==> config.mk <==
export PLATFORM = sky130hd
export DESIGN_NAME = ssi_tx
export DESIGN_NICKNAME = d
export VERILOG_FILES = /design/src/rtl/ssi_tx_pkg.sv /design/src/rtl/ssi_tx_edge.sv /design/src/rtl/ssi_tx_ctrl.sv /design/src/rtl/ssi_tx_datapath.sv /design/src/rtl/ssi_tx.sv
export SDC_FILE = /design/constraint.sdc
export NUM_CORES = 1
export LEC_CHECK = 0
export BUFFER_PORTS_ARGS = -buffer_cell sky130_fd_sc_hd__buf_2
export CAP_MARGIN = 30
export CORE_MARGIN = 3
export CORE_UTILIZATION = 40
export CTS_CLUSTER_DIAMETER = 200
export DETAILED_ROUTE_END_ITERATION = 10
export GPL_ROUTABILITY_DRIVEN = 0
export HOLD_SLACK_MARGIN = 0.12
export PLACE_DENSITY = 0.57
export SKIP_CTS_REPAIR_TIMING = 1
export SLEW_MARGIN = 40
export SYNTH_ARGS = -nofsm -noshare
export SYNTH_HDL_FRONTEND = slang
export SYNTH_SLANG_ARGS = --single-unit
==> constraint.sdc <==
create_clock -name clk -period 2.7 [get_ports clk]
set_input_delay 0.405 -clock clk [delete_from_list [all_inputs] [get_ports clk]]
set_output_delay 0.405 -clock clk [all_outputs]
set_load 0.01 [all_outputs]
==> src/rtl/ssi_tx_pkg.sv <==
package ssi_tx_pkg;

  localparam int WORD_MAX = 32;

  typedef struct packed {
    logic load;
    logic shift;
    logic drvLow;
    logic drvHigh;
  } ssiStrobeT;

  typedef enum logic [1:0] {
    ST_IDLE  = 2'd0,
    ST_SHIFT = 2'd1,
    ST_MONO  = 2'd2
  } ssiStateT;

  function automatic logic [5:0] wordLen(input logic [1:0] sel);
    case (sel)
      2'd0:    return 6'd24;
      2'd1:    return 6'd25;
      2'd2:    return 6'd26;
      default: return 6'd32;
    endcase
  endfunction

  function automatic logic [5:0] nullLen(input logic [1:0] sel);
    return (sel == 2'd3) ? 6'd3 : 6'd1;
  endfunction

  function automatic logic [5:0] posLen(input logic [1:0] sel);
    return wordLen(sel) - nullLen(sel) - 6'd1;
  endfunction

endpackage

==> src/rtl/ssi_tx_edge.sv <==
module ssi_tx_edge #(
  parameter int SYNC_STAGES = 2
) (
  input  logic clk,
  input  logic rstN,
  input  logic ssiClkIn,
  output logic rise,
  output logic fall
);
  logic [SYNC_STAGES:0] pipe;

  always_ff @(posedge clk or negedge rstN) begin
    if (!rstN) pipe <= '1;
    else       pipe <= {pipe[SYNC_STAGES-1:0], ssiClkIn};
  end

  assign rise = pipe[SYNC_STAGES-1] & ~pipe[SYNC_STAGES];
  assign fall = ~pipe[SYNC_STAGES-1] & pipe[SYNC_STAGES];

endmodule

==> src/rtl/ssi_tx_ctrl.sv <==
module ssi_tx_ctrl
  import ssi_tx_pkg::*;
#(
  parameter int TIMEOUT_CYC = 2048
) (
  input  logic      clk,
  input  logic      rstN,
  input  logic      rise,
  input  logic      fall,
  input  logic [1:0] lenSel,
  output ssiStrobeT strb,
  output logic      busy
);
  localparam int CNT_W = $clog2(2 * TIMEOUT_CYC + 2);

  ssiStateT   state;
  logic [5:0] bitsLeft;
  logic [CNT_W-1:0] perCnt;
  logic [CNT_W-1:0] period;
  logic [CNT_W-1:0] monoCnt;
  logic timedOut;
  logic monoDone;

  assign timedOut = (perCnt >= CNT_W'(TIMEOUT_CYC));
  assign monoDone = (monoCnt >= {period[CNT_W-2:0], 1'b0});

  always_comb begin
    strb         = '0;
    strb.load    = (state == ST_IDLE) && fall;
    strb.shift   = (state == ST_SHIFT) && rise && (bitsLeft != 6'd0);
    strb.drvLow  = (state == ST_MONO) && rise && !monoDone;
    strb.drvHigh = ((state == ST_SHIFT) && timedOut && !fall) ||
                   ((state == ST_MONO) && monoDone);
  end

  assign busy = (state != ST_IDLE);

  always_ff @(posedge clk or negedge rstN) begin
    if (!rstN) begin
      state    <= ST_IDLE;
      bitsLeft <= '0;
      perCnt   <= '0;
      period   <= '0;
      monoCnt  <= '0;
    end else begin
      case (state)
        ST_IDLE: begin
          if (fall) begin
            state    <= ST_SHIFT;
            bitsLeft <= wordLen(lenSel);
            perCnt   <= '0;
          end
        end
        ST_SHIFT: begin
          perCnt <= perCnt + 1'b1;
          if (strb.shift) bitsLeft <= bitsLeft - 6'd1;
          if (fall) begin
            period <= perCnt + 1'b1;
            perCnt <= '0;
            if (bitsLeft == 6'd0) begin
              state   <= ST_MONO;
              monoCnt <= '0;
            end
          end else if (timedOut) begin
            state <= ST_IDLE;
          end
        end
        ST_MONO: begin
          monoCnt <= monoCnt + 1'b1;
          if (monoDone) state <= ST_IDLE;
        end
        default: state <= ST_IDLE;
      endcase
    end
  end

  p_strobe_excl_r3: assert property (@(posedge clk) disable iff (!rstN)
    $onehot0(strb));

  p_mono_after_word_r3: assert property (@(posedge clk) disable iff (!rstN)
    (state == ST_MONO) |-> (bitsLeft == 6'd0));

  p_mono_length_r7: assert property (@(posedge clk) disable iff (!rstN)
    ((state == ST_IDLE) && ($past(state) == ST_MONO)) |->
      ($past(monoCnt) >= {$past(period[CNT_W-2:0]), 1'b0}));

  p_no_retrigger_r8: assert property (@(posedge clk) disable iff (!rstN)
    ((state == ST_MONO) && fall) |=> (state != ST_SHIFT));

  p_timeout_bound_r9: assert property (@(posedge clk) disable iff (!rstN)
    (state == ST_SHIFT) |-> (perCnt <= CNT_W'(TIMEOUT_CYC)));

endmodule

==> src/rtl/ssi_tx_datapath.sv <==
module ssi_tx_datapath
  import ssi_tx_pkg::*;
#(
  parameter int POS_W = 28
) (
  input  logic             clk,
  input  logic             rstN,
  input  ssiStrobeT        strb,
  input  logic [POS_W-1:0] posIn,
  input  logic             errIn,
  input  logic             grayEn,
  input  logic [1:0]       lenSel,
  output logic             sdo
);
  logic [WORD_MAX-1:0] holdWord;
  logic [WORD_MAX-1:0] nextWord;
  logic [WORD_MAX-1:0] posExt, fieldMask, fieldVal, codedVal, packedWord;
  logic [5:0] wl, pl, nl;

  always_comb begin
    wl         = wordLen(lenSel);
    pl         = posLen(lenSel);
    nl         = nullLen(lenSel);
    posExt     = WORD_MAX'(signed'(posIn));
    fieldMask  = (32'd1 << pl) - 32'd1;
    fieldVal   = posExt & fieldMask;
    codedVal   = grayEn ? (fieldVal ^ (fieldVal >> 1)) : fieldVal;
    packedWord = (WORD_MAX'(errIn) << (wl - 6'd1)) | (codedVal << nl);
    nextWord   = packedWord << (6'd32 - wl);
  end

  always_ff @(posedge clk or negedge rstN) begin
    if (!rstN) begin
      holdWord <= '0;
      sdo      <= 1'b1;
    end else begin
      if (strb.load) begin
        holdWord <= nextWord;
      end else if (strb.shift) begin
        holdWord <= {holdWord[WORD_MAX-2:0], 1'b0};
        sdo      <= holdWord[WORD_MAX-1];
      end
      if (strb.drvLow)  sdo <= 1'b0;
      if (strb.drvHigh) sdo <= 1'b1;
    end
  end

  p_hold_stable_r2: assert property (@(posedge clk) disable iff (!rstN)
    (!strb.load && !strb.shift) |=> $stable(holdWord));

  p_shift_msb_r3: assert property (@(posedge clk) disable iff (!rstN)
    strb.shift |=> (sdo == $past(holdWord[WORD_MAX-1])));

endmodule

==> src/rtl/ssi_tx.sv <==
module ssi_tx
  import ssi_tx_pkg::*;
#(
  parameter int POS_W       = 28,
  parameter int TIMEOUT_CYC = 2048,
  parameter int SYNC_STAGES = 2
) (
  input  logic             clk,
  input  logic             rstN,
  input  logic             ssiClk,
  input  logic [POS_W-1:0] posIn,
  input  logic             errIn,
  input  logic             grayEn,
  input  logic [1:0]       lenSel,
  output logic             sdo
);
  logic      rise, fall, busy;
  ssiStrobeT strb;

  ssi_tx_edge #(.SYNC_STAGES(SYNC_STAGES)) edge_i (
    .clk(clk), .rstN(rstN), .ssiClkIn(ssiClk), .rise(rise), .fall(fall)
  );

  ssi_tx_ctrl #(.TIMEOUT_CYC(TIMEOUT_CYC)) ctrl_i (
    .clk(clk), .rstN(rstN), .rise(rise), .fall(fall), .lenSel(lenSel),
    .strb(strb), .busy(busy)
  );

  ssi_tx_datapath #(.POS_W(POS_W)) dp_i (
    .clk(clk), .rstN(rstN), .strb(strb), .posIn(posIn), .errIn(errIn),
    .grayEn(grayEn), .lenSel(lenSel), .sdo(sdo)
  );

  p_idle_high_r1: assert property (@(posedge clk) disable iff (!rstN)
    (!busy && $past(!busy)) |-> sdo);

endmodule

==> summary.txt <==
Timing
  – Hold Vio Cnt, Final: 0
  – Worst hold slack: 0.0852 ns
  – Final Critical Period: between 2 and 3 ns
  – Slew headroom: between 60% and 70%
  – Top achievable clock speed: 345 MHz
  – Unrepaired setup endpoints after global routing: true
  – Least-Margin Pin Slew: 0.537 ns
  – Clock skew: 0.00965 ns
  – Finish-stage setup viols: 21
  – Final worst setup slack: -0.199 ns
  – Tcrit/Tclk final: 107%
  – Slew Limit Fails: 0

Logic synthesis
  – Netlist Area Pre-Place: 0.00709 mm2
  – Post-synth top cells: nand2_1 (109), o21ai_0 (85), nor2_1 (80)
  – Most area-consuming cells after synthesis: dfrtp_1 (28%), o21ai_0 (6.0%), nand2_1 (5.8%)
  – Sequential share of the synthesized area: just under 30%
  – Synth area leader: dfrtp_1
  – FF+latch count, synth: 82
  – Post-Syn Nets: 972
  – Syn Inst Count: about 900
  – Cell variety after synth: 80
  – EDFF count, synth: 0
  – Synth top area share: 27.5%
  – Most numerous cell in the Yosys netlist: nand2_1
  – Mean Syn Cell Area: 7.80 um2
  – Yosys warns: 0
  – Async SR Flop Fraction: 100%
  – Post-synth top flop: dfrtp_1

Power and ir drop
  – PD cells: 579 mW/mm2
  – Peak supply drop: 0.000318 V
  – Leak: 4.00 nW

GRT
  – Antenna violations before repair: 1
  – Vias in the first global route: 6930
  – Tot GR Track Use: 22.2%
  – Largest net degree at the start of global routing: 83
  – First-pass GRT wire length: 35700 um
  – Total congestion overflow: 0

Routing
  – Vias/cell: 5.73
  – Routed vias: 7286
  – DRC viols: 0
  – Routed wl met2: 9830 um
  – Final WL: 21900 um
  – Starting DRT DRC Count: around 600
  – M1 WL: 10400 um
  – WL/cell: 17.2 um
  – Drt pass-1 iters: 5
  – Met3 wire len: about 1100 um
  – Post-route ant nets: 0
  – DR top layer: met5

Floorplanning
  – Die Width: 139 um
  – Die ar.: about 0.019 mm2
  – Die height: 139 um
  – IO Pins: 36
  – Initial core utilization: 41.0%
  – Core outline area: 0.0173 mm2
  – FP Rows: 48

Clock tree
  – CTS buffer count: 9
  – Bufs on Longest Clock Path: 2
  – CTS tree: built
  – Clk Latency, worst-skew pair: 0.34 ns
  – Clk sink count: 82
  – Worst-path clk slew: 0.06 ns
  – Root Buffer: clkbuf_16
  – H-tree Lvls: 3

Outcome
  – Outcome: finished, violations left
  – Failing checks: negative setup slack

Setup path
  – Setup crit end kind: flop
  – Crit path launch: lenSel[0]
  – Crit start category: primary input
  – Critical Path RT: ~2.9 ns
  – CP arrival: 3.12 ns
  – Crit Path Class: in -> reg
  – Crit-path max FO: 7
  – Reg2reg start: ctrl_i.monoCnt[2]

Placement
  – Input/output buffers: 35
  – DP Wirelength: between 15000 and 20000 um
  – Place WS: -0.695 ns

Cells and area
  – Layout cells sized above 1: 28.7%
  – P&R area growth vs syn: 30.1%
  – Layout Nets: 1105
  – Fillcell total: between 1500 and 2000
  – Antenna diodes: 0

Hold path
  – Hold Crit Class: in -> async

Job
  – MaxCap Viol Count: 0
==> power by group <==
group	switching (mW)	total (mW)	leakage [nW]	internal, mW
registers	0.239	1.82	1.04	1.58
logic	1.21	2.25	2.81	1.04
clock network	0.553	1.28	0.151	0.728
==> placed cells by master, fill, tap and decap left out, types with 27 or more instances in the layout <==
cell type,instances
inv_1,27
nor2_1,77
nand3_1,31
dfrtp_1,78
o21ai_0,76
nand2_1,107
buf_4,143
a21oi_1,58
buf_2,33
==> sequential cells by signal, summed over array words and instances (netlist names) <==
name,count
dp_i.holdWord,32
ctrl_i.perCnt,13
ctrl_i.monoCnt,13
dp_i.sdo,1
ctrl_i.bitsLeft,6
edge_i.pipe,3
ctrl_i.period,12
ctrl_i.state,2
==> cell type report <==
cell class / instances / area, um2 / share of cell area, %
clock buffers: 9 / 225 / 2.44
flip-flops and latches: 82 / 2060 / 22.3
well taps: 225 / 282 / 3.05
clock inverters: 7 / 75.1 / 0.814
multi-input cells: 732 / 5070 / 55.0
repair buffers: 186 / 1390 / 15.1
inverters: 31 / 123 / 1.33
==> critical path, stage by stage <==
cell,delay [ns]
buf_8,0.09
clkinvlp_4,0.10
ha_4,0.19
ha_4,0.16
nor2b_4,0.13
inv_4,0.05
ha_4,0.19
buf_6,0.14
buf_4,0.13
nor2b_4,0.12
mux2i_1,0.16
o21ai_2,0.12
mux4_2,0.50
nand2_1,0.09
o31a_1,0.16
o22ai_1,0.08
a221o_1,0.31
==> worst paths after layout <==
check	to	slack (ns)	cells past startpoint
max	dp_i.holdWord[12]	-0.20	17
max in group asynchronous	edge_i.pipe[0]	2.23	2
min in group clk	edge_i.pipe[0]	0.16	1
min	dp_i.holdWord[3]	0.09	2
min reg2reg	edge_i.pipe[1]	0.36	0
max reg2reg	ctrl_i.state[1]	0.34	9
==> layer usage <==
layer,track usage [%],up-vias
met5,0,-
met4,7.52,2
met3,3.17,52
met2,33.9,213
met1,32.3,3429
li1,-,3590
==> metrics by stage <==
| stage | utilization, % | instance area (um2) | setup TNS (ns) | cells | total power [mW] |
|---|---|---|---|---|---|
| global route | 53.3 | 9220 | -5.84 | 1272 | 5.74 |
| finish | 53.3 | 9220 | -2.09 | 1272 | 5.34 |
| global placement | 49.3 | 8540 | -16.35 | 1248 | 3.93 |
| CTS | 51.1 | 8840 | -6.88 | 1264 | 5.24 |
| detailed placement | 49.3 | 8540 | -18.05 | 1248 | 3.94 |
| floorplan | - | 7230 | -1.17 | 909 | 3.17 |
==> cell families (layout without fill, tap and decap cells) <==
| family | after synthesis | in the layout | synth area share [%] |
|---|---|---|---|
| multiplexers | 30 | 30 | 6.05 |
| buffers and inverters | 95 | 233 | 5.14 |
| adder cells (fa/ha/maj) | 28 | 28 | 4.94 |
| XOR/XNOR | 39 | 39 | 5.08 |
| other | 1 | 1 | 0.0529 |
| AND/OR/NAND/NOR | 336 | 336 | 22.3 |
| flip-flops | 82 | 82 | 29.0 |
| AO/OA/AOI/OAI | 298 | 298 | 27.4 |
No activity file was read; power rests on OpenSTA's default activity.
